`config.mk`:
```
export PLATFORM = sky130hd
export DESIGN_NAME = muldiv_iter
export DESIGN_NICKNAME = d
export VERILOG_FILES = /design/src/rtl/muldiv_iter.sv
export SDC_FILE = /design/constraint.sdc
export NUM_CORES = 1
export LEC_CHECK = 0
export BUFFER_PORTS_ARGS = -buffer_cell sky130_fd_sc_hd__buf_2
export CAP_MARGIN = 25
export CORE_ASPECT_RATIO = 1.4
export CORE_MARGIN = 1
export CORE_UTILIZATION = 52
export DETAILED_ROUTE_END_ITERATION = 10
export PLACE_DENSITY = 0.71
export REMOVE_ABC_BUFFERS = 1
export SLEW_MARGIN = 20
export SYNTH_ARGS = -nofsm -noshare
export SYNTH_HDL_FRONTEND = slang
export SYNTH_SLANG_ARGS = --single-unit
```
`constraint.sdc`:
```
create_clock -name clk -period 8.2 [get_ports clk]
set_input_delay 0.82 -clock clk [delete_from_list [all_inputs] [get_ports clk]]
set_output_delay 0.82 -clock clk [all_outputs]
set_load 0.05 [all_outputs]
```
`src/rtl/muldiv_iter.sv`:
```
module muldiv_iter #(
  parameter int W = 32
) (
  input  logic         clk,
  input  logic         rst_n,
  input  logic         start,
  input  logic [2:0]   op,
  input  logic [W-1:0] src_a,
  input  logic [W-1:0] src_b,
  output logic         busy,
  output logic         done,
  output logic [W-1:0] result
);

  localparam int CW = $clog2(W) + 1;
  localparam logic [CW-1:0] LAST = CW'(W - 1);

  typedef enum logic [1:0] {S_IDLE, S_ITER, S_FIX} st_t;

  st_t           st;
  logic [CW-1:0] cnt;
  logic          is_div, pick_hi, neg_main, neg_rem;
  logic [W-1:0]  hi, lo, dv;
  logic          done_q;
  logic [W-1:0]  res_q;

  wire accept = start && (st == S_IDLE);

  wire sgn_a = (op == 3'd1) || (op == 3'd2) || (op == 3'd4) || (op == 3'd6);
  wire sgn_b = (op == 3'd1) || (op == 3'd4) || (op == 3'd6);
  wire na = sgn_a && src_a[W-1];
  wire nb = sgn_b && src_b[W-1];
  wire [W-1:0] mag_a = na ? (~src_a + 1'b1) : src_a;
  wire [W-1:0] mag_b = nb ? (~src_b + 1'b1) : src_b;

  wire [W:0]   add_x = is_div ? {hi, lo[W-1]} : {1'b0, hi};
  wire [W:0]   add_y = is_div ? ~{1'b0, dv} : (lo[0] ? {1'b0, dv} : '0);
  wire [W+1:0] sum   = {1'b0, add_x} + {1'b0, add_y} + {{(W+1){1'b0}}, is_div};
  wire         fits  = sum[W+1];

  wire [2*W-1:0] prod  = {hi, lo};
  wire [2*W-1:0] prodn = ~prod + 1'b1;
  wire [2*W-1:0] psel  = neg_main ? prodn : prod;
  wire [W-1:0]   quo   = neg_main ? (~lo + 1'b1) : lo;
  wire [W-1:0]   rem   = neg_rem  ? (~hi + 1'b1) : hi;
  wire [W-1:0]   fin   = is_div ? (pick_hi ? rem : quo)
                                : (pick_hi ? psel[2*W-1:W] : psel[W-1:0]);

  always_ff @(posedge clk or negedge rst_n) begin
    if (!rst_n) begin
      st       <= S_IDLE;
      cnt      <= '0;
      is_div   <= 1'b0;
      pick_hi  <= 1'b0;
      neg_main <= 1'b0;
      neg_rem  <= 1'b0;
      hi       <= '0;
      lo       <= '0;
      dv       <= '0;
      done_q   <= 1'b0;
      res_q    <= '0;
    end else begin
      done_q <= 1'b0;
      case (st)
        S_IDLE: if (accept) begin
          hi       <= '0;
          lo       <= mag_a;
          dv       <= mag_b;
          is_div   <= op[2];
          pick_hi  <= op[2] ? op[1] : (op[1:0] != 2'd0);
          neg_main <= op[2] ? ((na ^ nb) && (src_b != '0)) : (na ^ nb);
          neg_rem  <= na;
          cnt      <= '0;
          st       <= S_ITER;
        end
        S_ITER: begin
          if (is_div) begin
            hi <= fits ? sum[W-1:0] : add_x[W-1:0];
            lo <= {lo[W-2:0], fits};
          end else begin
            hi <= sum[W:1];
            lo <= {sum[0], lo[W-1:1]};
          end
          cnt <= cnt + 1'b1;
          if (cnt == LAST) st <= S_FIX;
        end
        S_FIX: begin
          res_q  <= fin;
          done_q <= 1'b1;
          st     <= S_IDLE;
        end
        default: st <= S_IDLE;
      endcase
    end
  end

  assign busy   = (st != S_IDLE);
  assign done   = done_q;
  assign result = res_q;

  AST_DONE_ONE_CYCLE: assert property (@(posedge clk) disable iff (!rst_n)
    done |=> !done);
  AST_BUSY_EXCLUSIVE: assert property (@(posedge clk) disable iff (!rst_n)
    busy |-> !done);
  AST_ACCEPT_IDLE: assert property (@(posedge clk) disable iff (!rst_n)
    (start && !busy) |=> busy);
  AST_RESULT_HOLD: assert property (@(posedge clk) disable iff (!rst_n)
    !done |-> $stable(result));
  AST_BUSY_CONT: assert property (@(posedge clk) disable iff (!rst_n)
    (busy && !done) |=> (busy || done));

endmodule

```
* Word-level counts from Yosys, hierarchy flattened
Index checks and enable logic that the tools add are counted.
** Word-level totals
- Register bits after elaboration :: 141
- Input port bits :: 70
- Output and inout bits :: 34
- Logic and storage cells :: 78
** Cells by class
- Add/sub/neg operators :: 8
- Eq/ne operators :: 9
- Mux-type cells :: 26
- Bitwise logic cells :: 7
- Reduce and logical (&&, ||, !) cells :: 17
** Operator list (number)
- 32-bit two-way mux :: 13
- 32-bit by 1-bit adder with 32-bit output (second input constant) :: 4
- 32-bit inverter :: 4
- 32-bit one-hot mux with 2 select lines :: 2
- 33-bit two-way mux :: 2
- 64-bit by 1-bit adder with 64-bit output (second input constant) :: 1
- 64-bit two-way mux :: 1
- 64-bit inverter :: 1
- 33-bit by 33-bit adder with 34-bit output :: 1
- 34-bit by 1-bit adder with 34-bit output :: 1
- 32-bit inverter with 33-bit output :: 1
- 32-bit nonzero test :: 1
- 6-bit one-hot mux with 2 select lines :: 1
- 6-bit by 1-bit adder with 6-bit output (second input constant) :: 1
- 3-bit equality test (second input constant) :: 2
- 6-bit by 5-bit equality test with 1-bit output (second input constant) :: 1
- 6-bit two-way mux :: 1
- 2-bit AND reduction :: 3
- 2-bit nonzero test :: 3
- 1-bit logical OR :: 5
- 1-bit logical AND :: 4
- 2-bit two-way mux :: 2
- 2-bit inequality test (second input constant) :: 2
- 2-bit one-hot mux with 2 select lines :: 1
- other kinds (7) :: 9

* Longest topological paths before layout
Gate-level depths: netlist (run 1).
- Depth after elaboration :: 8
- Depth in mapped cells :: 16
- Mapped depth without buffers :: 13

* Least setup slack after synthesis (run 1)
Ideal clock, no wire load.
- Path type :: flip-flop to flip-flop
- From :: register is_div
- To :: register hi[27]
- Setup time :: 83 ps
- Data arrival time :: 4244 ps
- Data required time :: 8117 ps
- Setup slack :: 3874 ps
- Stages on the path, launching flop included :: 16
- Path buffers :: 4
- Clock period less this slack :: 4326 ps
- Cells stage by stage :: dfrtp_1 -> clkbuf_1 -> buf_1 -> clkbuf_1 -> clkbuf_1 -> o21ai_0 -> fa_1 -> fa_1 -> a21o_1 -> a31o_2 -> a21boi_0 -> o311ai_1 -> a31oi_1 -> xnor2_1 -> o221ai_1 -> o21ai_0
** Between the ends
- Cells in the longest elaborated chain, start to end :: 6
- Elaborated cells on any way between the ends :: 7
- Classes of those cells :: add/sub: 2; mux: 5
** Ends and longest elaborated chain
- from (decl) :: RTL line 22 : logic is_div, pick_hi, neg_main, neg_rem;
- from (signal assigned) :: RTL line 69 : is_div <= op[2];
- 33-bit two-way mux, on equally long branches :: RTL line 36, 37
- 33-bit by 33-bit adder with 34-bit output :: RTL line 38 : wire [W+1:0] sum = {1'b0, add_x} + {1'b0, add_y} + {{(W+1){1'b0}}, is_div};
- 34-bit by 1-bit adder with 34-bit output :: RTL line 38
- 32-bit two-way mux :: RTL line 78 : hi <= fits ? sum[W-1:0] : add_x[W-1:0];
- 32-bit two-way mux * :: RTL line 77 : if (is_div) begin
- 32-bit one-hot mux with 2 select lines * :: RTL line 64 : case (st)
- to (signal assigned) :: RTL line 78
- to (signal assigned) :: RTL line 81 : hi <= sum[W:1];
- to (decl) :: RTL line 23 : logic [W-1:0] hi, lo, dv;
Mark *: on every way between the ends. The rest lies on a longest branch, timed or not.
A chain may end at the register's enable or synchronous reset.

* Worst setup path in the final report (run 1)
Same ends and word-level chain as after synthesis.

==> impl_metrics.ini, run 1 <==
[critical_path]
worstPathCellList = buf_4, o21ai_0, fa_1, fa_1, a21o_1, a31o_2, a21boi_0, o311ai_1, a31oi_1, xnor2_1, o221ai_1, o21ai_0
crit_path_max_fanout = 59
cp-end-kind = register
worst_ep_required_time_ns = 8.55
reg2reg_slack_ns = 3.41
crit_arrival_ns = 5.14
worst-setup-path-type = register to register
start_kind = register
crit_slowest_cell = buf_4
critPathMaxStageDelay_ns = 0.70

[run_status]
violations = design-rule violations
status = finished with violations

[layout]
drive_gt1_share_pct = 15.4
layout_commonest_cell = o21ai_0
area_growth_pct = 8.96
final_cell_mix = o21ai_0 (193), nand2_1 (181), dfrtp_1 (140)
fin_nets = 1659
instances_no_fill = 1868
n_antenna_cell = 0

[synth]
yosys.area.top_type = dfrtp_1
synth_edf_count = 0
synth_seq_cells = 141
synth_area_mm2 = 0.0122
synth_warnings = 0
synth_flop_cell = dfrtp_1
ys_async_sr_fraction_pct = 100
syn_inst = 1534
ys_types = 76
synth_top_area_share_pct = 28.8
ys_seq_area_share_pct = 28.8
synth_area_per_cell_um2 = 7.99
synth_area_leaders = dfrtp_1 (29%), o21ai_0 (7.9%), mux2_2 (5.8%)

[global_route]
grt_overflow = 0
grt_pass1_wl_mm = 54.2
grt_max_degree = 100
antenna_found_initial = 0
grt_pass1_vias = 10800
track_usage_pct = 27.8

[sta]
relSlewSlack_pct = 33.6
hold_viol_final = 0
finalSetupViolations = 0
fin_crit_sh_pct = 58.4
fin_crit_ns = 4.79
slew_violations = 0
tightest_slew_ns = 0.996
finClkSkew_ns = 0.00839
layout_setup_ws_ns = 3.41
rsz0062_at_grt = false
max_freq_ghz = 0.209
tns_ns = 0

[clock_network]
tritoncts = done
cts_sinks = 141
post_cts_resized = 0
cts.path.max_buffers = 2
postCtsSetupBuffers = 0
clock_latency_ns = 0.44
cts_buffers = 17
root_buffer = clkbuf_16
path_clk_slew_ns = 0.06
ctsHoldBuffers = 0
htreeDepth = 4

[route]
drtIter0Drc = 883
drtPass1Iterations = 8
routed_wl_mm = 33.1
ant_nets = 0
wl_per_cell_um = 17.7
drc = 1
avgViaCountPerCell = 6.08
route.vias.total = 11400

[place]
place_congestion = 0.966
dp_hpwl_mm = 24.0
dp_slack_ns = 3.47
placed_cells = 1835
io_buffers = 103

[min_path]
hold_path_class = input port to async pin

[pwr]
cellLeakagePower_nw = 5.23
power.density_mw_per_mm2 = 407
vdd_drop_max_v = 0.000188
power_mw = 5.43

[floorplan]
die_w_um = 132
num_rows = 66
start_util_pct = 52.8
dieArea_mm2 = 0.0242
die_h_um = 184
ios = 104
core-area_mm2 = 0.0232

[flow_run]
cap_violations = 0
==> path summary, 6_finish.rpt <==
| kind | startpoint | endpoint | cells after the start |
|---|---|---|---|
| max | is_div | hi[27] | 12 |
| min | rst_n | result[21] | 1 |
| max reg2reg | is_div | hi[27] | 12 |
| min reg2reg | result[3] | result[3] | 1 |
| max in group asynchronous | rst_n | dv[0] | 3 |
| min in group clk | result[3] | result[3] | 1 |
==> metrics by stage <==
stage | cell area [um^2] | utilization (%) | hold slack [ns]
after floorplan | 11800 | - | 0.448
after global placement | 12800 | 55.0 | 0.457
after detailed placement | 12800 | 55.0 | 0.462
after CTS | 13300 | 57.3 | 0.394
after global routing | 13300 | 57.5 | 0.428
final | 13300 | 57.5 | 0.367
==> sequential cells by signal, summed over array words and instances (netlist names) <==
register  count
hi           32
result       32
dv           32
cnt           6
pick_hi       1
st            2
lo           32
neg_rem       1
is_div        1
done          1
neg_main      1
==> cell type report <==
cell class,instances,area (um^2)
clock buffer,19,453
clock inverter,12,73.8
fill,2176,9860
inverter,23,86.3
multi-input combinational,1251,8170
sequential,141,3530
tap,306,383
timing repair buffer,116,652
==> power by group <==
group | switching, mW | internal [mW] | leakage (nW) | total [mW]
sequential | 0.421 | 0.945 | 1.61 | 1.37
clock | 0.304 | 0.395 | 0.256 | 0.700
combinational | 1.92 | 1.44 | 3.37 | 3.36
total | 2.65 | 2.78 | 5.23 | 5.43
==> per-layer routing <==
metal	global-route usage [%]	up-vias	part of all wire, %
met5	0	-	0
met4	12.3	0	3.4
met3	3.12	66	3.8
met2	49.2	327	50
met1	33.8	5355	43
li1	-	5617	-
==> cell usage after synthesis, types with 4 or more instances <==
library cell,number
o21ai_0,193
nand2_1,182
dfrtp_1,141
nor2_1,115
a21oi_1,100
clkbuf_1,90
xor2_1,77
xnor2_1,74
mux2_2,63
ha_1,37
mux2i_1,33
o31ai_1,30
nor3_1,27
inv_1,23
a31oi_1,22
o211ai_1,22
o22ai_1,22
nand3_1,20
o221ai_1,19
buf_2,15
nor4_1,15
o41ai_1,14
or4_1,13
a22oi_1,12
nand4_1,12
or3_1,12
a21o_1,11
nor2b_1,11
a211oi_1,10
nand2b_1,10
and2_1,9
and3_1,9
buf_1,9
a21boi_0,5
nand3b_1,4
nand4b_1,4
o21a_1,4
o21ai_1,4
==> worst max-delay path: cells and delay by family, from the launching register on <==
kind	cells	cell delay, ns
adder cells (fa/ha/maj)	2	0.90
buffers and inverters	1	0.70
XOR/XNOR	1	0.20
AO/OA/AOI/OAI	8	2.21
flip-flops	1	0.67
==> cell families after synthesis <==
logic type                 after synthesis  synth area share [%]
muxes                                   96                  8.49
xor gates and xnor gates               151                  10.8
buffers and inverters                  142                  4.70
adders and majority gates               39                  4.11
and+or+nand+nor                        467                  18.2
DFF                                    141                  28.8
AOI/OAI and AO/OA                      498                  25.0
Power figures use the tool's default switching activity.
==> inputs of run 2 (changes only) <==
--- a/config.mk
+++ b/config.mk
@@ -11,7 +11,7 @@
 export CORE_MARGIN = 1
 export CORE_UTILIZATION = 52
 export DETAILED_ROUTE_END_ITERATION = 10
-export PLACE_DENSITY = 0.71
+export PLACE_DENSITY = 0.74
 export REMOVE_ABC_BUFFERS = 1
 export SLEW_MARGIN = 20
 export SYNTH_ARGS = -nofsm -noshare
==> constraint.sdc (replaced) <==
create_clock -name clk -period 4.3 [get_ports clk]
set_input_delay 0.43 -clock clk [delete_from_list [all_inputs] [get_ports clk]]
set_output_delay 0.43 -clock clk [all_outputs]
set_load 0.05 [all_outputs]
==> run 2 against run 1 <==
The flow now finishes without violations. Die area unchanged. Critical path depth decreased by 1. Clock skew is 0.0015 ns higher.
==> impl_metrics.ini, run 2 (synthesis results as in run 1) <==
[run_status]
status = finished, final reports clean

[layout]
area_growth_pct = 10.4
fillCellCount = 2098
instances_no_fill = 1881
drive_gt1_share_pct = 15.9
layout_commonest_cell = o21ai_0
multi_input_area_mm2 = 0.00817
final_cell_mix = o21ai_0 (193), nand2_1 (181), dfrtp_1 (140)
stdcell_area_mm2 = 0.0135
fin_nets = 1672
n_antenna_cell = 0
register_area_mm2 = 0.00353

[route]
drtIter0Drc = 868
ant_nets = 0
drc = 0
route.vias.total = 11600
routed_wl_mm = 34.2
drtPass1Iterations = 5
wl_per_cell_um = 18.2
avgViaCountPerCell = 6.15

[floorplan]
num_rows = 66
core-area_mm2 = 0.0232
dieArea_mm2 = 0.0242
die_w_um = 132
die_h_um = 184
ios = 104
start_util_pct = 52.8

[pwr]
cellLeakagePower_nw = 5.33
power.density_mw_per_mm2 = 795
power_mw = 10.7
vdd_drop_max_v = 0.000347

[global_route]
grt_pass1_vias = 11300
track_usage_pct = 28.9
grt_overflow = 0
grtUsageMet1_pct = 33.7
grt_max_degree = 74
grt_use_met3_pct = 3.75
grt_pass1_wl_mm = 56.4
antenna_found_initial = 0
grt_most_used_layer = met2
grtUsageMet2_pct = 51.9

[sta]
finalSetupViolations = 0
rsz0062_at_grt = false
slew_violations = 0
finClkSkew_ns = 0.00987
relSlewSlack_pct = 38.3
fin_crit_ns = 3.99
tns_ns = 0
tightest_slew_ns = 0.925
hold_viol_final = 0
whs_ns = 0.0259
fin_crit_sh_pct = 92.9
max_freq_ghz = 0.250

[clock_network]
cts_sinks = 141
path_clk_slew_ns = 0.06
post_cts_resized = 0
root_buffer = clkbuf_16
cts.path.max_buffers = 2
htreeDepth = 4
postCtsSetupBuffers = 0
cts_buffers = 17
tritoncts = done
ctsHoldBuffers = 0
clock_latency_ns = 0.44

[min_path]
hold_path_class = input port to async pin

[critical_path]
cp-end-kind = register
critPathBufInv = 2
crit_path_max_fanout = 73
crit_slowest_cell = o41ai_2
start_kind = register
crit_arrival_ns = 4.34
worst_ep_required_time_ns = 4.64
worstPathCellList = buf_12, mux2_2, ha_1, nand4_1, nor3_1, o21a_1, o41ai_2, a31o_2, buf_4, o221ai_1, a22oi_1
critPathMaxStageDelay_ns = 0.67
path_delay_family = compound AO/OA/AOI/OAI gates
worst-setup-path-type = register to register

[place]
io_buffers = 103
dpl_cell_area_mm2 = 0.0129
placed_cells = 1849
place_congestion = 0.992
dp_hpwl_mm = 25.3

[flow_run]
cap_violations = 0
run 2: worst paths after layout:
check	from	endpoint	slack (ns)	cells past startpoint
worst max-delay path	is_div	hi[25]	0.31	11
worst min-delay path	rst_n	lo[28]	0.03	1
worst max register to register	is_div	hi[25]	0.31	11
worst min register to register	result[4]	result[4]	0.47	1
max in group asynchronous	rst_n	dv[3]	3.33	2
min in group clk	src_b[31]	dv[31]	0.28	3
run 2: per-stage QoR:
step,worst slack (ns),utilization (%)
after global routing,0.0226,58.3
final,0.305,58.3
after detailed placement,0.337,55.5
after floorplan,-3.68,-
after global placement,0.407,55.5
after CTS,0.325,58.1
run 2: area by class of cell:
cell class	instances	area share [%]
well taps	306	2.83
inverters	23	0.639
repair buffers	129	5.49
multi-input cells	1251	60.5
clock buffers	24	3.64
flip-flops and latches	141	26.1
clock inverters	7	0.815
run 2: worst register-to-register path: stages, from the launching register on:
cell and delay (ns):
dfrtp_4 0.57, buf_12 0.33, mux2_2 0.40, ha_1 0.37, nand4_1 0.26, nor3_1 0.12
o21a_1 0.19, o41ai_2 0.68, a31o_2 0.26, buf_4 0.33, o221ai_1 0.19, a22oi_1 0.22
run 2: metal layers:
metal  vias up  wire length, um
li1       5633                -
met3        87             1430
met5         -                0
met1      5500            14100
met4         0             1530
met2       345            17100
run 2: where the power goes:
part / switching [mW] / total [mW] / internal [mW]
logic: 3.76 / 6.59 / 2.83
clock network: 0.562 / 1.53 / 0.966
registers: 0.814 / 2.62 / 1.80
==> inputs of run 3 (changes only) <==
--- a/config.mk
+++ b/config.mk
@@ -6,12 +6,12 @@
 export NUM_CORES = 1
 export LEC_CHECK = 0
 export BUFFER_PORTS_ARGS = -buffer_cell sky130_fd_sc_hd__buf_2
-export CAP_MARGIN = 25
+export CAP_MARGIN = 0
 export CORE_ASPECT_RATIO = 1.4
 export CORE_MARGIN = 1
 export CORE_UTILIZATION = 52
 export DETAILED_ROUTE_END_ITERATION = 10
-export PLACE_DENSITY = 0.74
+export PLACE_DENSITY = 0.71
 export REMOVE_ABC_BUFFERS = 1
 export SLEW_MARGIN = 20
 export SYNTH_ARGS = -nofsm -noshare
==> constraint.sdc (replaced) <==
create_clock -name clk -period 4.8 [get_ports clk]
set_input_delay 0.48 -clock clk [delete_from_list [all_inputs] [get_ports clk]]
set_output_delay 0.48 -clock clk [all_outputs]
set_load 0.05 [all_outputs]
==> run 3 against run 2 <==
Sequential cell count stayed put. Global-route usage is 0.47 points lower. Worst hold slack better by 0.0098 ns. Largest power group unchanged.
==> impl_metrics.ini, run 3 (synthesis results as in run 1) <==
[run_status]
status = finished, final reports clean

[critical_path]
worst_ep_required_time_ns = 5.15
start_kind = register
crit_arrival_ns = 4.57
cp-end-kind = register
crit_path_max_fanout = 49
worst-setup-path-type = register to register
path_delay_family = compound AO/OA/AOI/OAI gates
worstPathCellList = buf_4, mux2_2, ha_1, a21oi_1, nand2_1, o21a_1, o41ai_2, a31o_2, o221ai_1, a22oi_1
critPathBufInv = 1
critPathMaxStageDelay_ns = 0.72
crit_slowest_cell = a31o_2

[min_path]
hold_path_class = input port to async pin

[clock_network]
root_buffer = clkbuf_16
htreeDepth = 4
tritoncts = done
cts.path.max_buffers = 2
postCtsSetupBuffers = 0
clock_latency_ns = 0.43
post_cts_resized = 0
ctsHoldBuffers = 0
cts_buffers = 17
cts_sinks = 141
path_clk_slew_ns = 0.06

[global_route]
grt_pass1_vias = 11000
antenna_found_initial = 0
grt_max_degree = 81
grt_pass1_wl_mm = 55.6
track_usage_pct = 28.5
grt_overflow = 0

[route]
drc = 0
routed_wl_mm = 33.7
drtPass1Iterations = 5
avgViaCountPerCell = 6.17
wl_per_cell_um = 18.0
drtIter0Drc = 752
ant_nets = 0
route.vias.total = 11600

[layout]
instances_no_fill = 1874
fin_nets = 1664
final_cell_mix = o21ai_0 (193), nand2_1 (181), dfrtp_1 (140)
fillCellCount = 2180
final_core_util_pct = 58.0
stdcell_area_mm2 = 0.0135
n_antenna_cell = 0
area_growth_pct = 9.91
drive_gt1_share_pct = 15.6
layout_commonest_cell = o21ai_0

[sta]
fin_crit_sh_pct = 88.0
rsz0062_at_grt = false
relSlewSlack_pct = 27.8
max_freq_ghz = 0.237
fin_crit_ns = 4.22
hold_viol_final = 0
finClkSkew_ns = 0.00592
finalSetupViolations = 0
slew_violations = 0
tightest_slew_ns = 1.08
layout_setup_ws_ns = 0.578

[place]
dp_hpwl_mm = 25.1
dp_slack_ns = 0.635
io_buffers = 103
dpl_cell_area_mm2 = 0.0128
placed_cells = 1842
place_congestion = 0.927

[floorplan]
die_w_um = 132
dieArea_mm2 = 0.0242
core-area_mm2 = 0.0232
start_util_pct = 52.8
num_rows = 66
die_h_um = 184
ios = 104

[pwr]
power.density_mw_per_mm2 = 711
vdd_drop_max_v = 0.000337
cellLeakagePower_nw = 5.30
power_mw = 9.57

[flow_run]
cap_violations = 0
[run 3: changes by cell type in the layout (fill, tap and decap cells not counted), sizes merged]
| cell | change |
|---|---|
| clkbuf | -3 |
| clkinv | +2 |
| buf | -8 |
| clkinvlp | +1 |
| bufinv | +1 |
[run 3: worst paths after layout]
path / start / end / slack (ns) / cells after the start
min reg2reg: result[4] / result[4] / 0.47 / 1
max reg2reg: is_div / hi[25] / 0.58 / 10
max: is_div / hi[25] / 0.58 / 10
min: rst_n / lo[29] / 0.04 / 1
min in group clk: src_b[31] / dv[31] / 0.34 / 3
max in group asynchronous: rst_n / is_div / 3.69 / 2
[run 3: per-stage QoR]
step	hold WS [ns]	TNS, ns
2_1_floorplan	0.184	-92.61
3_3_place_gp	0.455	0
3_5_place_dp	0.460	0
4_1_cts	0.0713	0
5_1_grt	0.111	0
6_report	0.0358	0
[run 3: per-layer routing]
metal / GRT usage [%] / share of wire [%]
met5: 0 / 0
met4: 13.7 / 4.0
met3: 3.58 / 3.7
met2: 50.4 / 50
met1: 34.1 / 42
[run 3: where the power goes]
part           leakage (nW)  total, mW  switching, mW  internal, mW
logic                  3.38       5.84           3.36          2.48
registers              1.61       2.33          0.715          1.62
clock network         0.307       1.40          0.507         0.894
total                  5.30       9.57           4.58          4.99
[run 3: final cells by class]
| type | instances | area (um^2) | area share, % |
|---|---|---|---|
| flip-flops and latches | 141 | 3530 | 26.2 |
| repair buffers | 121 | 669 | 4.97 |
| clock inverters | 11 | 165 | 1.23 |
| multi-input cells | 1251 | 8170 | 60.7 |
| clock buffers | 21 | 460 | 3.42 |
| inverters | 23 | 86.3 | 0.641 |
| well taps | 306 | 383 | 2.84 |
